<file path="src/rtl/bsalu_pkg.sv">
package bsalu_pkg;

  typedef enum logic [1:0] {
    R_ZERO   = 2'd0,
    R_PORTA  = 2'd1,
    R_DIRECT = 2'd2
  } rSrc_e;

  typedef enum logic [1:0] {
    S_ZERO  = 2'd0,
    S_PORTA = 2'd1,
    S_PORTB = 2'd2,
    S_QREG  = 2'd3
  } sSrc_e;

  typedef enum logic [2:0] {
    OUT_SUM  = 3'd0,
    OUT_OR   = 3'd1,
    OUT_AND  = 3'd2,
    OUT_XOR  = 3'd3,
    OUT_XNOR = 3'd4
  } outSel_e;

  typedef struct packed {
    rSrc_e   rSrc;
    sSrc_e   sSrc;
    logic    addInvR;
    logic    addInvS;
    logic    logicInvR;
    outSel_e outSel;
  } aluCtrl_t;

endpackage

</file>
<file path="src/rtl/bsalu_ctrl.sv">
module bsalu_ctrl
  import bsalu_pkg::*;
(
  input  logic [2:0] srcCode,
  input  logic [2:0] funcCode,
  output aluCtrl_t   ctrl
);

  always_comb begin
    ctrl = '{rSrc: R_ZERO, sSrc: S_ZERO, addInvR: 1'b0, addInvS: 1'b0,
             logicInvR: 1'b0, outSel: OUT_SUM};
    unique case (srcCode)
      3'd0: begin ctrl.rSrc = R_PORTA;  ctrl.sSrc = S_QREG;  end
      3'd1: begin ctrl.rSrc = R_PORTA;  ctrl.sSrc = S_PORTB; end
      3'd2: begin ctrl.rSrc = R_ZERO;   ctrl.sSrc = S_QREG;  end
      3'd3: begin ctrl.rSrc = R_ZERO;   ctrl.sSrc = S_PORTB; end
      3'd4: begin ctrl.rSrc = R_ZERO;   ctrl.sSrc = S_PORTA; end
      3'd5: begin ctrl.rSrc = R_DIRECT; ctrl.sSrc = S_PORTA; end
      3'd6: begin ctrl.rSrc = R_DIRECT; ctrl.sSrc = S_QREG;  end
      default: begin ctrl.rSrc = R_DIRECT; ctrl.sSrc = S_ZERO; end
    endcase
    unique case (funcCode)
      3'd0: ctrl.outSel = OUT_SUM;
      3'd1: begin ctrl.outSel = OUT_SUM; ctrl.addInvR = 1'b1; end
      3'd2: begin ctrl.outSel = OUT_SUM; ctrl.addInvS = 1'b1; end
      3'd3: ctrl.outSel = OUT_OR;
      3'd4: ctrl.outSel = OUT_AND;
      3'd5: begin ctrl.outSel = OUT_AND; ctrl.logicInvR = 1'b1; end
      3'd6: ctrl.outSel = OUT_XOR;
      default: ctrl.outSel = OUT_XNOR;
    endcase
  end

endmodule

</file>
<file path="src/rtl/bsalu_datapath.sv">
module bsalu_datapath
  import bsalu_pkg::*;
#(
  parameter int WIDTH = 4
) (
  input  aluCtrl_t         ctrl,
  input  logic [WIDTH-1:0] portA,
  input  logic [WIDTH-1:0] portB,
  input  logic [WIDTH-1:0] dataIn,
  input  logic [WIDTH-1:0] qIn,
  input  logic             carryIn,
  output logic [WIDTH-1:0] result,
  output logic             genN,
  output logic             propN,
  output logic             carryOut,
  output logic             overflow,
  output logic             zero,
  output logic             sign
);

  localparam int MSB = WIDTH - 1;

  logic [WIDTH-1:0] rOp, sOp, addX, addY, logR, sumBits, gBit, pBit;
  logic [WIDTH:0]   carry;
  logic [WIDTH:0]   grpGen;

  always_comb begin
    unique case (ctrl.rSrc)
      R_PORTA:  rOp = portA;
      R_DIRECT: rOp = dataIn;
      default:  rOp = '0;
    endcase
    unique case (ctrl.sSrc)
      S_PORTA: sOp = portA;
      S_PORTB: sOp = portB;
      S_QREG:  sOp = qIn;
      default: sOp = '0;
    endcase
  end

  assign addX = ctrl.addInvR ? ~rOp : rOp;
  assign addY = ctrl.addInvS ? ~sOp : sOp;
  assign logR = ctrl.logicInvR ? ~rOp : rOp;

  assign carry[0]  = carryIn;
  assign grpGen[0] = 1'b0;

  for (genvar i = 0; i < WIDTH; i++) begin : g_bit
    assign gBit[i]      = addX[i] & addY[i];
    assign pBit[i]      = addX[i] | addY[i];
    assign carry[i+1]   = gBit[i] | (pBit[i] & carry[i]);
    assign sumBits[i]   = addX[i] ^ addY[i] ^ carry[i];
    assign grpGen[i+1]  = gBit[i] | (pBit[i] & grpGen[i]);
  end

  always_comb begin
    unique case (ctrl.outSel)
      OUT_OR:   result = logR | sOp;
      OUT_AND:  result = logR & sOp;
      OUT_XOR:  result = logR ^ sOp;
      OUT_XNOR: result = ~(logR ^ sOp);
      default:  result = sumBits;
    endcase
  end

  assign carryOut = carry[WIDTH];
  assign overflow = carry[WIDTH] ^ carry[MSB];
  assign genN     = ~grpGen[WIDTH];
  assign propN    = ~(&pBit);
  assign zero     = ~(|result);
  assign sign     = result[MSB];

endmodule

</file>
<file path="src/rtl/bsalu_top.sv">
module bsalu_top
  import bsalu_pkg::*;
#(
  parameter int WIDTH = 4
) (
  input  logic [WIDTH-1:0] portA,
  input  logic [WIDTH-1:0] portB,
  input  logic [WIDTH-1:0] dataIn,
  input  logic [WIDTH-1:0] qIn,
  input  logic [2:0]       srcCode,
  input  logic [2:0]       funcCode,
  input  logic             carryIn,
  output logic [WIDTH-1:0] result,
  output logic             genN,
  output logic             propN,
  output logic             carryOut,
  output logic             overflow,
  output logic             zero,
  output logic             sign
);

  aluCtrl_t ctrl;

  bsalu_ctrl u_ctrl (
    .srcCode (srcCode),
    .funcCode(funcCode),
    .ctrl    (ctrl)
  );

  bsalu_datapath #(.WIDTH(WIDTH)) u_dp (
    .ctrl    (ctrl),
    .portA   (portA),
    .portB   (portB),
    .dataIn  (dataIn),
    .qIn     (qIn),
    .carryIn (carryIn),
    .result  (result),
    .genN    (genN),
    .propN   (propN),
    .carryOut(carryOut),
    .overflow(overflow),
    .zero    (zero),
    .sign    (sign)
  );

endmodule

</file>
<file path="config.mk">
export PLATFORM = sky130hd
export DESIGN_NAME = bsalu_top
export DESIGN_NICKNAME = d
export VERILOG_FILES = /design/src/rtl/bsalu_pkg.sv /design/src/rtl/bsalu_ctrl.sv /design/src/rtl/bsalu_datapath.sv /design/src/rtl/bsalu_top.sv
export SDC_FILE = /design/constraint.sdc
export NUM_CORES = 1
export LEC_CHECK = 0
export ABC_AREA = 1
export ABC_CLOCK_PERIOD_IN_PS = 7100
export BUFFER_PORTS_ARGS = -buffer_cell sky130_fd_sc_hd__buf_2
export CAP_MARGIN = 20
export CORE_MARGIN = 10
export CORE_UTILIZATION = 30
export DETAILED_ROUTE_END_ITERATION = 6
export MAX_ROUTING_LAYER = met4
export PLACE_DENSITY = 0.5
export SYNTH_ARGS = -nofsm -noshare
export SYNTH_HDL_FRONTEND = slang
export SYNTH_SLANG_ARGS = --single-unit
</file>
<file path="constraint.sdc">
create_clock -name vclk -period 7.1
set_input_delay 2.13 -clock vclk [all_inputs]
set_output_delay 2.13 -clock vclk [all_outputs]
set_load 0.01 [all_outputs]
</file>
==> results list, run 1 <==
* Synth-to-Final Area Change: 48.1%
* Worst setup startpoint: srcCode[0]
- Initial core utilization: 31.8%
- Total wirelength of the detailed-routed design: 2800 um
* Average wire length per cell after detail routing: 11.2 um
* Share of post-route cells with drive strength above 1: 41.0%
- Number of port buffers: 33
- Commonest non-fill, non-tap cell in the layout: sky130_fd_sc_hd__inv_1
- After global routing the overflow that remains totals 0.
- Setup repair after global routing could not meet its margin everywhere.
- Layout Utilization: 47.1%
- Once detail routing completed, the nets flagged for antenna violations numbered 0.
- Type of the worst setup path: in -> out
* Die area: 5980 um^2
- Measured against its own limit, the worst slew margin works out to 76.1%.
* Mean instance size in the synthesized netlist: 6.57 um^2
* Max FO, Critical Path: 3
- Counting every instance in the synthesized netlist gives 150.
* Launching element type of the critical path: primary input
- Die extent in y: 77.3 um
- Number of antenna repair diodes: 0
- Number of distinct library cell variants in the gate-level netlist after synthesis: 20
- Via-per-instance ratio: 4.34
- Nature of the critical path endpoint: primary output
- For the worst setup path, the data required time is 4.97 ns.
* Hold-fix buffers at CTS: 0
- For this run, the detailed router's first-pass iteration total came to 4.
- Worst setup slack after layout: -0.153 ns
- Placeable core region: 3100 um^2
- Across the whole layout, storage elements account for 0 um^2.
- For the pin with the worst max-slew slack, the measured transition is 0.358 ns.
* Number of nets at the end of the flow: 252
- The number of antenna violations at the first check in global routing is 0.
- 33 I/O pins were placed.
* Wire length of the first global-routing pass: 4690 um
- Count of final hold-check violations: 0
- CP endpoint: zero
- Setup violations remaining at the end of the flow were counted as 3.
- Slew Limit Fails: 0
- Max-cap violations in this run came to 0.
* Sequential area share after synthesis: 0%
- Synthesis warning total: 0
- The via count of the first global-routing pass is 1,117.
- The floorplan has 20 rows.
- Cell Pwr Density: 85.4 nW/um^2
- The design draws 0.000125 W.
- In the routed design, unresolved DRC markers number 0.
* Commonest cells after routing, fill and taps aside: sky130_fd_sc_hd__inv_1, sky130_fd_sc_hd__buf_2, sky130_fd_sc_hd__nand2_1, sky130_fd_sc_hd__buf_4, sky130_fd_sc_hd__ha_1
- Entering global routing, the biggest net connects 11 pins.
- The routed layout has 1,081 vias.
- Detailed placement ended at an HPWL of 2510 um.
- Final period util: 102%
- Number of nets produced by synthesis: 195
* Initial DRC count: 24
- In this run the worst hold path is classified as in -> out.
- Largest voltage drop on the vdd net: 0.0000302 V
* Overall routing resource usage: 9.13%
* Layout clock buffers: 0
* Flip-flop and latch count: 0
* P_leak: 0.830 nW
- For the finished layout, the period the worst path requires is 7.25 ns.
- Summing every instance area after synthesis gives 986 um^2.
- In this run the horizontal extent of the chip is 77.3 um.
- The checks that failed: setup timing.
* Arrival time of the worst setup path: 5.12 ns
* Gp weighted congestion: 0.749
- Run status: finished with violations
- Peak Freq: 0.138 GHz
==> synthesized netlist by cell type (all sizes together) <==
master	count	share of area, %
xor2	13	12
nand2	26	9.9
nand3	11	6.6
fa	4	8.1
o21bai	1	0.76
nor2	11	5.5
o21ai	5	2.5
inv	40	15
a22o	4	3.6
a21oi	2	1.0
ha	18	23
nor3	5	5.7
buf	3	2.3
nand4	7	4.4
==> repair_timing <==
item / in CTS / in global routing
hold endpoints to repair: 0 / 0
pin swaps: 3 / 0
setup buffers: 3 / 2
setup endpoints to repair: 3 / 3
gates resized for setup: 6 / 7
==> power breakdown <==
part / leakage (nW) / switching, W / internal [W]
registers: 0 / 0 / 0
clock network: 0 / 0 / 0
logic: 0.830 / 0.0000672 / 0.0000574
total: 0.830 / 0.0000672 / 0.0000574
==> layout make-up <==
class	count	area [um^2]
tap	44	55.1
timing repair buffer	58	382
fill	343	1640
multi-input combinational	107	873
inverter	40	150
==> worst max-delay path, cell delays in order <==
cell,delay [ns]
sky130_fd_sc_hd__buf_8,0.10
sky130_fd_sc_hd__o21ai_4,0.15
sky130_fd_sc_hd__inv_2,0.06
sky130_fd_sc_hd__ha_4,0.16
sky130_fd_sc_hd__a22o_1,0.23
sky130_fd_sc_hd__nand2_2,0.12
sky130_fd_sc_hd__xor2_4,0.09
sky130_fd_sc_hd__fa_2,0.37
sky130_fd_sc_hd__fa_2,0.34
sky130_fd_sc_hd__fa_2,0.35
sky130_fd_sc_hd__fa_1,0.43
sky130_fd_sc_hd__inv_1,0.06
sky130_fd_sc_hd__nor2_1,0.05
sky130_fd_sc_hd__nor3_2,0.17
sky130_fd_sc_hd__nand2_1,0.07
sky130_fd_sc_hd__nor2_1,0.09
sky130_fd_sc_hd__buf_2,0.13
==> cell families after synthesis <==
kind of cell | share of synthesized area (%)
simple gates | 32.1
buf+inv | 17.5
fa+ha+maj | 31.0
xor+xnor | 11.5
compound gates | 7.87
==> stage by stage <==
| stage | instances | setup WS, ns | setup TNS (ns) | hold WS (ns) | area (um^2) |
|---|---|---|---|---|---|
| 2_1_floorplan | 150 | 0.00491 | 0 | 4.53 | 1010 |
| 3_3_place_gp | 244 | -0.217 | -0.466 | 4.86 | 1350 |
| 3_5_place_dp | 244 | -0.264 | -0.623 | 4.86 | 1350 |
| 4_1_cts | 247 | -0.150 | -0.279 | 4.86 | 1400 |
| 5_1_grt | 249 | -0.316 | -0.803 | 4.91 | 1460 |
| 6_report | 249 | -0.153 | -0.318 | 4.85 | 1460 |
==> metal layers <==
| metal | routed length [um] | share of wire, % | vias to the layer above | GRT usage, % |
|---|---|---|---|---|
| li1 | - | - | 572 | - |
| met1 | 1210 | 43 | 483 | 9.63 |
| met2 | 1460 | 52 | 26 | 17.7 |
| met3 | 131 | 4.7 | 0 | 1.63 |
| met4 | 0 | 0 | 0 | 0.730 |
| met5 | 0 | 0 | - | - |
==> worst min path at each step <==
stage                     slack [ns]         from        end  cells after the start
after floorplan                 4.53  funcCode[0]  result[2]                      4
after global placement          4.86  funcCode[0]  result[2]                      7
after detailed placement        4.86      carryIn  result[0]                      7
after CTS                       4.86      carryIn  result[0]                      7
after global routing            4.91  funcCode[0]  result[2]                      7
final                           4.85      carryIn  result[0]                      7
No activity file was read; power rests on OpenSTA's default activity.
==> run 2: changes to the inputs <==
--- a/config.mk
+++ b/config.mk
@@ -14,6 +14,8 @@
 export DETAILED_ROUTE_END_ITERATION = 6
 export MAX_ROUTING_LAYER = met4
 export PLACE_DENSITY = 0.5
+export REMOVE_ABC_BUFFERS = 1
+export SETUP_SLACK_MARGIN = 0.5
 export SYNTH_ARGS = -nofsm -noshare
 export SYNTH_HDL_FRONTEND = slang
 export SYNTH_SLANG_ARGS = --single-unit
==> run 2 against run 1 <==
  * The flow still finishes with violations (setup timing)
  * Utilization up 1.1 points
  * Clock-buffer cell count did not move
  * Design area rose by 2.3%
  * Global-route usage increased by 0.56 points
  * Setup slack got worse by 0.0052 ns
  * Sequential cell count stayed put
  * Largest power group unchanged
  * Routed wire length rose by 0.57%
  * Highest routed layer unchanged
  * Die area is the same
  * Worst hold slack gained 0.0061 ns
==> results list, run 2 (synthesis results as in run 1) <==
- Drt pass-1 iters: 4
* Antenna violations before repair: 0
* DP Cell Count: 253
- At the pin with the least slew margin, the transition time is 0.358 ns.
- Headroom to the max-slew limit came out at 76.0%.
* Commonest cells after routing, fill and taps aside: sky130_fd_sc_hd__inv_1, sky130_fd_sc_hd__buf_4, sky130_fd_sc_hd__buf_2
* Initial core utilization: 31.8%
* Max FO, Critical Path: 2
- Counting instances, the worst hold path has a depth of 7.
* Congestion Overflow GR: 0
- Summing all multi-input logic gate instances after layout gives 860 um^2.
* Peak Freq: 0.138 GHz
- Die extent in y: 77.3 um
- The total area inside the core boundary comes to 3100 um^2.
* Vias post-DR: 1,092
- The checks that failed: setup timing.
- At the end of routability-driven placement, the weighted congestion stood at 0.816.
- Across the VDD grid, the largest voltage drop is 0.0000252 V.
- The first routing iteration left 75 violations.
- The smallest clock period supported by the final layout is computed as 7.26 ns.
- STA classifies the critical path startpoint as a primary input.
* Slew Limit Fails: 0
* Count of cell instances traversed by the critical path: 17
- The worst hold path belongs to the class in -> out.
- Number of design rule violations left after detail routing: 0
- The floorplan has 20 rows.
- Wire length of the first global-routing pass: 5000 um
- Setup violations remaining at the end of the flow were counted as 3.
- For this run, global-route usage on met2 was measured as 18.4%.
- The largest individual stage delay along the critical path comes from the cell sky130_fd_sc_hd__fa_2.
- Busiest metal layer after global routing: met2
- Hold timing on the final database bottoms out at a slack of 4.86 ns.
- Among cell families on the critical path, the largest total delay comes from adder cells.
* Flip-flop and latch count: 0
* Total wirelength of the detailed-routed design: 2820 um
- CP endpoint: result[3]
- The via count of the first global-routing pass came to 1,178.
- STA classifies the critical path endpoint as a primary output.
- Worst setup slack after layout: -0.158 ns
- Layout clock buffers: 0
- Register cell area after layout: 0 um^2
- Across the run, the number of max-cap violations was 0.
- Overall routing resource usage: 9.69%
* Average wire length per cell after detail routing: 11.0 um
- For this run, the slowest stage of the critical path takes 0.53 ns.
- The die covers 5980 um^2.
* Number of antenna-violating nets in the routed design: 0
- Of the cells placed in the final design, the portion with a size suffix greater than 1 is 45.0%.
- Final period util: 102%
- Layout Utilization: 48.1%
- P_leak: 0.852 nW
- Worst setup startpoint: srcCode[0]
- Number of antenna repair diodes: 0
* Die Width: 77.3 um
- Number of port buffers: 33
* Arrival time of the worst setup path: 5.13 ns
* Number of fill cells: 342
- Synth-to-Final Area Change: 51.5%
* Hold-fix buffers at CTS: 0
- RSZ-0062 raised after global routing: yes
- Traced cell by cell, the critical path runs through buf_6, o21ai_2, inv_1, ha_2, a22o_1, nand2_2, xor2_2, fa_2, fa_2, fa_2, fa_2, inv_1, nor2_1, nor3_2, buf_4, inv_2, buf_6.
- Type of the worst setup path: in -> out
* Data required time of the worst path: 4.97 ns
* Largest net degree at the start of global routing: 10
- Placed wire-length estimate: 2600 um
- In this run the power density over the cells is 90.0 nW/um^2.
- Leaving out filler cells and counting taps, the final layout contains 255.
* Via-per-instance ratio: 4.28
- The run finished, with violations left.
- Sum of buffers and inverters on the critical path: 6
- During I/O placement, the number of pins put on the boundary was 33.
- Counting stages on the worst path, the most repeated cell is sky130_fd_sc_hd__fa_2.
* Count of final hold-check violations: 0
* M3 GR Usage: 0.816%
- Number of nets at the end of the flow: 258
- In the global route stage, met1 resource usage came out at 11.3%.
run 2: cell types whose count changed in the layout (fill, tap and decap cells not counted), moves of 2 or more:
cell	change
sky130_fd_sc_hd__buf_4	+6
sky130_fd_sc_hd__xor2_2	+3
sky130_fd_sc_hd__xor2_1	-2
sky130_fd_sc_hd__buf_6	+2
run 2: final cells by class:
class	instances	share of cell area [%]
Inverter	40	10.1
Timing Repair Buffer	64	28.7
Multi-Input combinational cell	107	57.5
Tap cell	44	3.69
run 2: how the worst min path moves through the flow:
stage	start	end	slack (ns)
2_1_floorplan	funcCode[2]	result[2]	4.52
3_5_place_dp	carryIn	result[0]	4.83
6_report	carryIn	result[0]	4.86
3_3_place_gp	carryIn	result[0]	4.84
5_1_grt	carryIn	result[0]	4.92
4_1_cts	carryIn	result[0]	4.87
run 2: per-stage QoR:
stage / cell area [um^2] / setup WS [ns] / TNS, ns / power (W)
3_5_place_dp: 1400 / -0.506 / -1.75 / 0.000123
2_1_floorplan: 963 / -0.215 / -0.401 / 0.0000685
3_3_place_gp: 1400 / -0.411 / -1.29 / 0.000121
4_1_cts: 1480 / -0.151 / -0.401 / 0.000135
6_report: 1490 / -0.158 / -0.429 / 0.000134
5_1_grt: 1490 / -0.298 / -0.865 / 0.000153
run 2: repair_timing:
action	in CTS	in global routing
pin swaps	1	0
endpoints found under the setup margin	7	7
hold endpoints to repair	0	0
setup buffers	2	0
gates resized for setup	19	3
gates cloned	0	0
run 2: power breakdown:
| group | internal, W | total, W | switching, W |
|---|---|---|---|
| Sequential | 0 | 0 | 0 |
| Clock | 0 | 0 | 0 |
| Combinational | 0.0000654 | 0.000134 | 0.0000691 |
| Total | 0.0000654 | 0.000134 | 0.0000691 |
run 2: per-layer routing:
layer  part of all wire (%)  up-vias  wire length [um]
li1                       -      582                 -
met3                    3.6        0               101
met1                     46      477              1290
met4                      0        0                 0
met2                     50       33              1420
met5                      0        -                 0
==> run 3: changes to the inputs <==
--- a/config.mk
+++ b/config.mk
@@ -6,13 +6,12 @@
 export NUM_CORES = 1
 export LEC_CHECK = 0
 export ABC_AREA = 1
-export ABC_CLOCK_PERIOD_IN_PS = 7100
+export ABC_CLOCK_PERIOD_IN_PS = 6500
 export BUFFER_PORTS_ARGS = -buffer_cell sky130_fd_sc_hd__buf_2
 export CAP_MARGIN = 20
 export CORE_MARGIN = 10
 export CORE_UTILIZATION = 30
 export DETAILED_ROUTE_END_ITERATION = 6
-export MAX_ROUTING_LAYER = met4
 export PLACE_DENSITY = 0.5
 export REMOVE_ABC_BUFFERS = 1
 export SETUP_SLACK_MARGIN = 0.5
==> constraint.sdc (replaced) <==
create_clock -name vclk -period 6.5
set_input_delay 1.95 -clock vclk [all_inputs]
set_output_delay 1.95 -clock vclk [all_outputs]
set_load 0.01 [all_outputs]
==> run 3 against run 2 <==
  * The flow still finishes with violations (setup timing)
  * Global-route usage decreased by 0.56 points
  * First-iteration DRC count decreased by 31%
  * Combinational power increased by 16%
  * Critical path depth unchanged
  * Largest cell class unchanged
  * Largest power group unchanged
==> results list, run 3 (synthesis results as in run 1) <==
* Run status: finished with violations
- Violations in the final reports: setup timing
* Sum of buffers and inverters on the critical path: 6
* Min-delay src: carryIn
- The via count of the first global-routing pass was 1,163.
- Arrival time of the worst setup path: 4.92 ns
- Placeable core region: 3100 um^2
- Type of the worst setup path: in -> out
* Number of antenna-violating nets in the routed design: 0
* Hold Worst Slack: 4.50 ns
- In this run the core area contains 20 standard-cell rows.
- RSZ-0062 raised after global routing: yes
- In this run the static leakage power is 0.885 nW.
- Count of maximum capacitance violations: 0
- Power, Total: 0.000156 W
- Overall routing resource usage: 9.13%
- In this design, the stage delay of the slowest critical-path cell is 0.53 ns.
* Share of post-route cells with drive strength above 1: 48.6%
- Once the floorplan was initialized, standard cells occupied 31.8% of the core.
* DR WL met3: 190 um
- The final hold violation count is 0.
- The worst-case IR drop observed on VDD is 0.0000288 V.
- Compared with the post-synthesis result, the final layout area differs by 58.8%.
- Based on the critical path, the design can be clocked at up to 0.146 GHz.
- Worst setup startpoint: srcCode[0]
* Hold crit path type: in -> out
- Initial DRC count: 52
- The repair_antennas step left the layout with diodes totalling 0.
- Entering global routing, the biggest net connects 10 pins.
* Gp weighted congestion: 0.799
* Setup violators final: 4
- The number of pins with negative max-slew slack in the final report was 0.
- Routed signal wires occupy layers up through met3.
- Total wirelength of the detailed-routed design: 2860 um
- Number of port buffers: 33
* Congestion Overflow GR: 0
* Number of nets at the end of the flow: 265
- Hold repair after CTS inserted 0 buffers.
- Dividing the detail-routed via count by the number of cells gives 4.23.
- The kind of cell with the highest combined delay along the critical path is adder cells.
- The slowest stage of the critical path is the sky130_fd_sc_hd__fa_2 cell.
- Flip-flop and latch count: 0
* WL met1: 1260 um
* Ordered list of cells on the worst path: buf_6, o21ai_2, inv_1, ha_2, a22o_1, nand2_2, xor2_2, fa_2, fa_2, fa_2, fa_2, inv_1, nor2_2, nor3_2, buf_4, inv_2, buf_6
* Top Ports: 33
- In the final layout, flip-flops and latches occupy 0 um^2.
- In the final routed layout, each cell accounts on average for 10.9 um.
- For the pin with the worst max-slew slack, the measured transition is 0.355 ns.
- The wire-length estimate of the detail-placed layout is 2560 um.
- By instance count, the cell type seen most on the critical path is sky130_fd_sc_hd__fa_2.
* Worst setup slack after layout: -0.368 ns
- Worst slew slack as a fraction of its limit: 76.3%
* Die extent in y: 77.3 um
- Final period util: 106%
* Layout clock buffers: 0
- Die area: 5980 um^2
- The first global-routing pass estimated 4930 um of wire.
* Met2 wire length: 1410 um
- Commonest cells after routing, fill and taps aside: sky130_fd_sc_hd__buf_4, sky130_fd_sc_hd__inv_1, sky130_fd_sc_hd__buf_2
- The worst setup path is captured at a primary output.
* Launching element type of the critical path: primary input
- For this design the ratio of total power to cell area is 99.6 nW/um^2.
- The pre-antenna-repair detailed-routing pass consisted of 4 iterations.
- Commonest non-fill, non-tap cell in the layout: sky130_fd_sc_hd__buf_4
- Data required time of the worst path: 4.55 ns
* Setup total negative slack: -1.08 ns
- Antenna violations before repair: 0
* Max FO, Critical Path: 2
- Die Width: 77.3 um
* Vias post-DR: 1,109
* Number of design rule violations left after detail routing: 0
* Period minus WS final: 6.87 ns
-- run 3: cell count changes in the layout (fill, tap and decap cells not counted), sizes merged --
cell / change
buf: +7
-- run 3: per-stage QoR --
stage               cells  area (um^2)  setup WS [ns]  utilization [%]
floorplan             147          963         -0.455                -
global placement      256         1420         -0.666             45.9
detailed placement    256         1420         -0.750             45.9
CTS                   260         1540         -0.389             49.6
global route          262         1570         -0.519             50.4
finish                262         1570         -0.368             50.4
-- run 3: timing repair --
| action | in CTS | in global routing |
|---|---|---|
| endpoints found under the setup margin | 8 | 8 |
| gates resized for setup | 24 | 3 |
| pin swaps | 4 | 0 |
| setup buffers | 4 | 2 |
-- run 3: final timing paths --
path / endpoint / slack, ns / depth (start not counted)
max: result[3] / -0.37 / 17
min: result[0] / 4.50 / 7
-- run 3: layout make-up --
type	count	area, um^2
inverters	40	150
multi-input cells	107	878
repair buffers	71	482
fillers	333	1540
well taps	44	55.1
-- run 3: metal layers --
layer  GRT usage, %  up-vias
met5              0        -
met4              0        0
met3           2.10        0
met2           17.3       36
met1           10.7      478
li1               -      595
-- run 3: power by group --
part	switching [W]	total, W	internal, W
clock	0	0	0
sequential	0	0	0
combinational	0.0000785	0.000156	0.0000773
